$ cat src/rtl/i2c_rx_pkg.sv
package i2c_rx_pkg;
  localparam int unsigned BYTE_W = 8;
  localparam int unsigned ADDR_W = BYTE_W - 1;
  localparam int unsigned CNT_W  = $clog2(BYTE_W + 1);

  typedef enum logic [1:0] {
    ST_IDLE,
    ST_SHIFT,
    ST_ACK,
    ST_SKIP
  } rx_state_e;
endpackage

$ cat src/rtl/i2c_line_sync.sv
module i2c_line_sync #(
  parameter int unsigned STAGES = 2
) (
  input  logic clk_i,
  input  logic rst_ni,
  input  logic scl_i,
  input  logic sda_i,
  output logic sda_o,
  output logic scl_rise_o,
  output logic scl_fall_o,
  output logic start_o,
  output logic stop_o
);
  logic [STAGES-1:0] scl_q, sda_q;
  logic scl_d, sda_d;
  logic scl_s, sda_s;

  assign scl_s = scl_q[STAGES-1];
  assign sda_s = sda_q[STAGES-1];

  // idle bus reads high
  always_ff @(posedge clk_i or negedge rst_ni) begin
    if (!rst_ni) begin
      scl_q <= '1;
      sda_q <= '1;
      scl_d <= 1'b1;
      sda_d <= 1'b1;
    end else begin
      scl_q <= {scl_q[STAGES-2:0], scl_i};
      sda_q <= {sda_q[STAGES-2:0], sda_i};
      scl_d <= scl_s;
      sda_d <= sda_s;
    end
  end

  assign sda_o      = sda_s;
  assign scl_rise_o = scl_s & ~scl_d;
  assign scl_fall_o = ~scl_s & scl_d;
  assign start_o    = scl_s & scl_d & sda_d & ~sda_s;
  assign stop_o     = scl_s & scl_d & ~sda_d & sda_s;
endmodule

$ cat src/rtl/i2c_rx_fsm.sv
module i2c_rx_fsm
  import i2c_rx_pkg::*;
(
  input  logic              clk_i,
  input  logic              rst_ni,
  input  logic              en_i,
  input  logic [ADDR_W-1:0] addr_i,
  input  logic              irq_se_i,
  input  logic              sda_i,
  input  logic              scl_rise_i,
  input  logic              scl_fall_i,
  input  logic              start_i,
  input  logic              stop_i,
  input  logic              rd_i,
  input  logic              ovf_clr_i,
  input  logic              irq_clr_i,
  output logic              sda_pull_o,
  output logic [BYTE_W-1:0] rx_data_o,
  output logic              buf_full_o,
  output logic              ovf_o,
  output logic              irq_o,
  output logic              start_o,
  output logic              stop_o
);
  rx_state_e         state_q;
  logic [CNT_W-1:0]  cnt_q;
  logic [BYTE_W-1:0] sr_q, rx_q;
  logic              is_addr_q, pull_q, bf_q, ovf_q, irq_q, start_q, stop_q;
  logic              byte_done, addr_miss;

  assign byte_done = scl_fall_i && (cnt_q == CNT_W'(BYTE_W));
  assign addr_miss = is_addr_q && (sr_q[BYTE_W-1:1] != addr_i);

  always_ff @(posedge clk_i or negedge rst_ni) begin
    if (!rst_ni) begin
      state_q   <= ST_IDLE;
      cnt_q     <= '0;
      sr_q      <= '0;
      rx_q      <= '0;
      is_addr_q <= 1'b0;
      pull_q    <= 1'b0;
      bf_q      <= 1'b0;
      ovf_q     <= 1'b0;
      irq_q     <= 1'b0;
      start_q   <= 1'b0;
      stop_q    <= 1'b0;
    end else begin
      // host clears first so that same-cycle sets win
      if (rd_i)      bf_q  <= 1'b0;
      if (ovf_clr_i) ovf_q <= 1'b0;
      if (irq_clr_i) irq_q <= 1'b0;
      if (!en_i) begin
        state_q <= ST_IDLE;
        pull_q  <= 1'b0;
      end else if (start_i) begin
        state_q   <= ST_SHIFT;
        cnt_q     <= '0;
        is_addr_q <= 1'b1;
        pull_q    <= 1'b0;
        start_q   <= 1'b1;
        stop_q    <= 1'b0;
        if (irq_se_i) irq_q <= 1'b1;
      end else if (stop_i) begin
        state_q <= ST_IDLE;
        pull_q  <= 1'b0;
        stop_q  <= 1'b1;
        start_q <= 1'b0;
        if (irq_se_i) irq_q <= 1'b1;
      end else begin
        unique case (state_q)
          ST_SHIFT: begin
            if (scl_rise_i) begin
              sr_q  <= {sr_q[BYTE_W-2:0], sda_i};
              cnt_q <= cnt_q + 1'b1;
            end else if (byte_done) begin
              if (addr_miss) begin
                state_q <= ST_SKIP;
              end else begin
                state_q <= ST_ACK;
                if (!bf_q && !ovf_q) begin
                  rx_q   <= sr_q;
                  bf_q   <= 1'b1;
                  pull_q <= 1'b1;
                end else if (bf_q) begin
                  ovf_q <= 1'b1;
                end
              end
            end
          end
          ST_ACK: begin
            if (scl_fall_i) begin
              pull_q    <= 1'b0;
              irq_q     <= 1'b1;
              state_q   <= ST_SHIFT;
              cnt_q     <= '0;
              is_addr_q <= 1'b0;
            end
          end
          default: ;
        endcase
      end
    end
  end

  assign sda_pull_o = pull_q;
  assign rx_data_o  = rx_q;
  assign buf_full_o = bf_q;
  assign ovf_o      = ovf_q;
  assign irq_o      = irq_q;
  assign start_o    = start_q;
  assign stop_o     = stop_q;


  buf_kept_when_full_chk: assert property (@(posedge clk_i) disable iff (!rst_ni)
    !$stable(rx_q) |-> !$past(bf_q));

  ovf_needs_full_chk: assert property (@(posedge clk_i) disable iff (!rst_ni)
    $rose(ovf_q) |-> $past(bf_q));

  ack_only_on_accept_chk: assert property (@(posedge clk_i) disable iff (!rst_ni)
    $rose(pull_q) |-> bf_q);

  irq_source_chk: assert property (@(posedge clk_i) disable iff (!rst_ni)
    $rose(irq_q) |-> $past(scl_fall_i || start_i || stop_i));

  bf_clear_by_read_chk: assert property (@(posedge clk_i) disable iff (!rst_ni)
    $fell(bf_q) |-> $past(rd_i));

  start_stop_excl_chk: assert property (@(posedge clk_i) disable iff (!rst_ni)
    !(start_q && stop_q));
endmodule

$ cat src/rtl/i2c_slave_rx.sv
module i2c_slave_rx
  import i2c_rx_pkg::*;
#(
  parameter int unsigned SYNC_STAGES = 2
) (
  input  logic              clk_i,
  input  logic              rst_ni,
  input  logic              en_i,
  input  logic [ADDR_W-1:0] addr_i,
  input  logic              irq_se_i,
  input  logic              scl_i,
  input  logic              sda_i,
  output logic              sda_pull_o,
  output logic [BYTE_W-1:0] rx_data_o,
  output logic              buf_full_o,
  output logic              ovf_o,
  output logic              irq_o,
  output logic              start_o,
  output logic              stop_o,
  input  logic              rd_i,
  input  logic              ovf_clr_i,
  input  logic              irq_clr_i
);
  logic sda_s, scl_rise, scl_fall, start_det, stop_det;

  i2c_line_sync #(.STAGES(SYNC_STAGES)) i_sync (
    .clk_i      (clk_i),
    .rst_ni     (rst_ni),
    .scl_i      (scl_i),
    .sda_i      (sda_i),
    .sda_o      (sda_s),
    .scl_rise_o (scl_rise),
    .scl_fall_o (scl_fall),
    .start_o    (start_det),
    .stop_o     (stop_det)
  );

  i2c_rx_fsm i_fsm (
    .clk_i      (clk_i),
    .rst_ni     (rst_ni),
    .en_i       (en_i),
    .addr_i     (addr_i),
    .irq_se_i   (irq_se_i),
    .sda_i      (sda_s),
    .scl_rise_i (scl_rise),
    .scl_fall_i (scl_fall),
    .start_i    (start_det),
    .stop_i     (stop_det),
    .rd_i       (rd_i),
    .ovf_clr_i  (ovf_clr_i),
    .irq_clr_i  (irq_clr_i),
    .sda_pull_o (sda_pull_o),
    .rx_data_o  (rx_data_o),
    .buf_full_o (buf_full_o),
    .ovf_o      (ovf_o),
    .irq_o      (irq_o),
    .start_o    (start_o),
    .stop_o     (stop_o)
  );
endmodule

$ cat config.mk
export PLATFORM = sky130hd
export DESIGN_NAME = i2c_slave_rx
export DESIGN_NICKNAME = d
export VERILOG_FILES = /design/src/rtl/i2c_rx_pkg.sv /design/src/rtl/i2c_line_sync.sv /design/src/rtl/i2c_rx_fsm.sv /design/src/rtl/i2c_slave_rx.sv
export SDC_FILE = /design/constraint.sdc
export NUM_CORES = 1
export LEC_CHECK = 0
export CORE_UTILIZATION = 44
export DETAILED_ROUTE_END_ITERATION = 6
export PLACE_DENSITY_LB_ADDON = 0.12
export SLEW_MARGIN = 0
export SYNTH_ARGS = -nofsm -noshare
export SYNTH_HDL_FRONTEND = slang
export SYNTH_HIERARCHICAL = 1
export SYNTH_SLANG_ARGS = --single-unit
export TNS_END_PERCENT = 100
$ cat constraint.sdc
create_clock -name clk_i -period 2.45 [get_ports clk_i]
set_clock_uncertainty 0.1 [all_clocks]
set_input_delay 0.245 -clock clk_i [delete_from_list [all_inputs] [get_ports clk_i]]
set_output_delay 0.245 -clock clk_i [all_outputs]
set_load 0.02 [all_outputs]
==> key figures <==
Run status
  • Status: completed

Detailed routing
  • DR vias/cell: about 5
  • WL/cell: roughly 13 um
  • Max layer used: met4
  • DRT Pass-1 Iters: 4
  • Metal-1 WL: 1310 um
  • Met2 WL: 1360 um
  • Initial DRC count: 31
  • Vias: roughly 1000
  • Met3 wire length: around 110 um
  • Final wirelength: 2830 um
  • Post-DRT Antenna Nets: 0
  • Residual DRC count: 0

Floorplan
  • Die width: slightly above 60 um
  • # rows: 21
  • Starting Density: 0.465
  • Core footprint: between 3000 and 4000 um2
  • Die ar.: about 3800 um2
  • Die H: 61.6 um
  • Io pins: 30

STA
  • Setup-failing EPs final: 0
  • RSZ-0062 raised after global routing: no
  • Actual slew at the worst max-slew pin: ~0.49 ns
  • Setup TNS: 0 ns
  • Fin crit share: 0.902
  • Final worst setup slack: about 0.24 ns
  • Period minus WS final: roughly 2.2 ns
  • Hold Vio Cnt, Final: 0
  • Slew headroom: 0.677
  • Max Fclk: 0.452 GHz
  • Slew Limit Fails: 0

Worst setup path
  • End point of the critical path: i_fsm/sr_q[1]
  • Arrival time worst endpoint: 2.33 ns
  • Critical path, cell by cell: and4b_1 > nor3b_2 > and3_1 > mux2_2
  • Slowest stage cell, crit path: dfstp_2
  • Worst Path Max Fanout: 10
  • Reg-to-Reg Start: i_sync/sda_q[1]
  • CP startpoint kind: flop
  • Worst r2r dst: i_fsm/sr_q[1]
  • Kind of critical path: reg -> reg
  • Flop2flop setup slack: ~0.24 ns
  • Worst Reg2Reg Path Length in Cells: 4
  • Critical Path RT: between 2 and 3 ns
  • CP endpoint kind: flop
  • Worst setup path start: i_sync/sda_q[1]
  • Crit path largest cell delay: about 0.56 ns

Min path
  • Hold/Removal Path Class: in -> async

Clock tree
  • CTS tree: yes
  • CTS resizes: 0
  • Number of post-CTS setup repair buffers: 0
  • H-tree depth: 2
  • CTS Buf Count: 5
  • CTS Buffer Depth: 2
  • Clock tree root driver cell: clkbuf_4
  • Total clock sinks: 35
  • # hold bufs at CTS: 0
  • Reg clk slew, reported paths: 0.11 ns
  • Worst-Skew Late Latency: 0.34 ns

Logic synthesis
  • Syn Area/Cell: roughly 12 um2
  • Synthesized cell area: approximately 1600 um2
  • YS warnings: 6
  • Yosys top cell by area: dfrtp_1
  • Post-synth top area share: 0.464
  • Post-synthesis instance total: between 100 and 150
  • Synth unique cells: 30
  • Post-synthesis sequential area ratio: 0.565
  • Flops & latches, synth: 35
  • Net Count, Synth: about 150
  • Synth top area cells: dfrtp_1 46%, mux2_2 12%, dfstp_2 10%

Power and ir drop
  • P per Cell Area: ~600 nW/um2
  • Worst vdd ir: about 0.32 mV
  • P_leak: 0.902 nW

GRT
  • Total GRT Usage: 0.176
  • Overflow after GRT: 0
  • Vias in the first global route: 1030
  • First-pass GRT wire length: 4590 um
  • Largest net degree at the start of global routing: 36
  • Antenna violations before repair: 0

Finish
  • Final std cell area, no fill: roughly 2000 um2
  • Layout fillers: between 300 and 400
  • P&R area growth vs syn: 26.7%
  • Most frequent cells in the layout: 29 x dfrtp_1, 29 x clkdlybuf4s50_1, 16 x mux2_2
  • Share of post-route cells with drive strength above 1: 0.217
  • Area of the multi-input gates: 634 um2
  • Reg area: 883 um2
  • Total Nets Final: about 180
  • Antenna fix cells: 0

Run
  • MaxCap Viol Count: 0

Placed design
  • Post-Place Cell Area: between 1500 and 2000 um2
  • PortBufs: 29
  • GPL Wtd Cong: 0.813
  • HPWL Detailed: 2100 um
  • Pre-CTS WS: 0.232 ns
==> power breakdown <==
group / leakage, nW / switching (W) / internal, W
Clock: 0.0353 / 0.000178 / 0.000139
Combinational: 0.413 / 0.0000909 / 0.0000979
Sequential: 0.453 / 0.0000454 / 0.000632
Total: 0.902 / 0.000314 / 0.000869
==> metrics by stage <==
| stage | power, W | hold slack [ns] | util | instances |
|---|---|---|---|---|
| 2_1_floorplan | 0.000794 | -0.151 | - | 129 |
| 3_3_place_gp | 0.000875 | 0.246 | 0.571 | 204 |
| 3_5_place_dp | 0.000883 | 0.247 | 0.571 | 204 |
| 4_1_cts | 0.00120 | 0.208 | 0.589 | 212 |
| 5_1_grt | 0.00126 | 0.191 | 0.589 | 212 |
| 6_report | 0.00118 | 0.202 | 0.589 | 212 |
==> state kept, by name, indices dropped and copies added, names as in the netlist, 2 cells and up <==
name             flops
i_fsm/rx_data_o      8
i_fsm/sr_q           8
i_fsm/cnt_q          4
i_fsm/state_q        2
i_sync/scl_q         2
i_sync/sda_q         2
==> cells by family (layout without fill, tap and decap cells) <==
kind of cell,after synthesis,in the layout,synth area share
and+or+nand+nor,39,39,0.150
AOI/OAI and AO/OA,19,19,0.0856
muxes,16,16,0.115
adders and majority gates,2,2,0.0160
buffers and inverters,11,48,0.0296
xor gates and xnor gates,7,7,0.0392
DFF,35,35,0.565
==> how the worst min path moves through the flow <==
stage | start | to | slack (ns)
after floorplan | rst_ni | i_fsm/buf_full_o | -0.15
after global placement | i_sync/scl_q[0] | i_sync/scl_q[1] | 0.25
after detailed placement | i_sync/scl_q[0] | i_sync/scl_q[1] | 0.25
after CTS | rst_ni | i_fsm/cnt_q[1] | 0.21
after global routing | sda_i | i_sync/sda_q[0] | 0.19
final | rst_ni | i_fsm/state_q[0] | 0.20
==> critical path, delay by kind of cell (launching register included) <==
kind | cells | cell delay [ns]
multiplexers | 1 | 0.40
AND/OR/NAND/NOR | 3 | 1.04
flip-flops | 1 | 0.56
==> layout make-up <==
class,count,area share
clock inverters,1,0.00253
multi-input cells,83,0.320
well taps,46,0.0290
inverters,7,0.0133
repair buffers,33,0.162
clock buffers,7,0.0278
flip-flops and latches,35,0.446
==> synthesized netlist by cell type <==
library cell,instances
dfrtp_1,29
mux2_2,16
nor2_1,9
nand2_1,8
o21ai_0,8
inv_1,7
dfstp_2,6
a21oi_1,4
buf_2,4
nor2b_1,4
xnor2_1,4
xor2_1,3
a22o_1,2
and3_1,2
and4b_1,2
ha_1,2
nand3_1,2
nand3b_1,2
nand4_1,2
nor3_1,2
or3_1,2
a211oi_1,1
a21o_1,1
a31oi_1,1
and3b_1,1
nand4_4,1
nor3b_2,1
nor4bb_1,1
o31ai_1,1
o41ai_4,1
==> metal layers <==
layer / vias to the layer above / track usage
met3: 5 / 0.0567
met1: 499 / 0.228
li1: 523 / -
met2: 19 / 0.276
met5: - / 0
met4: 0 / 0.0667
Power figures use the tool's default switching activity.
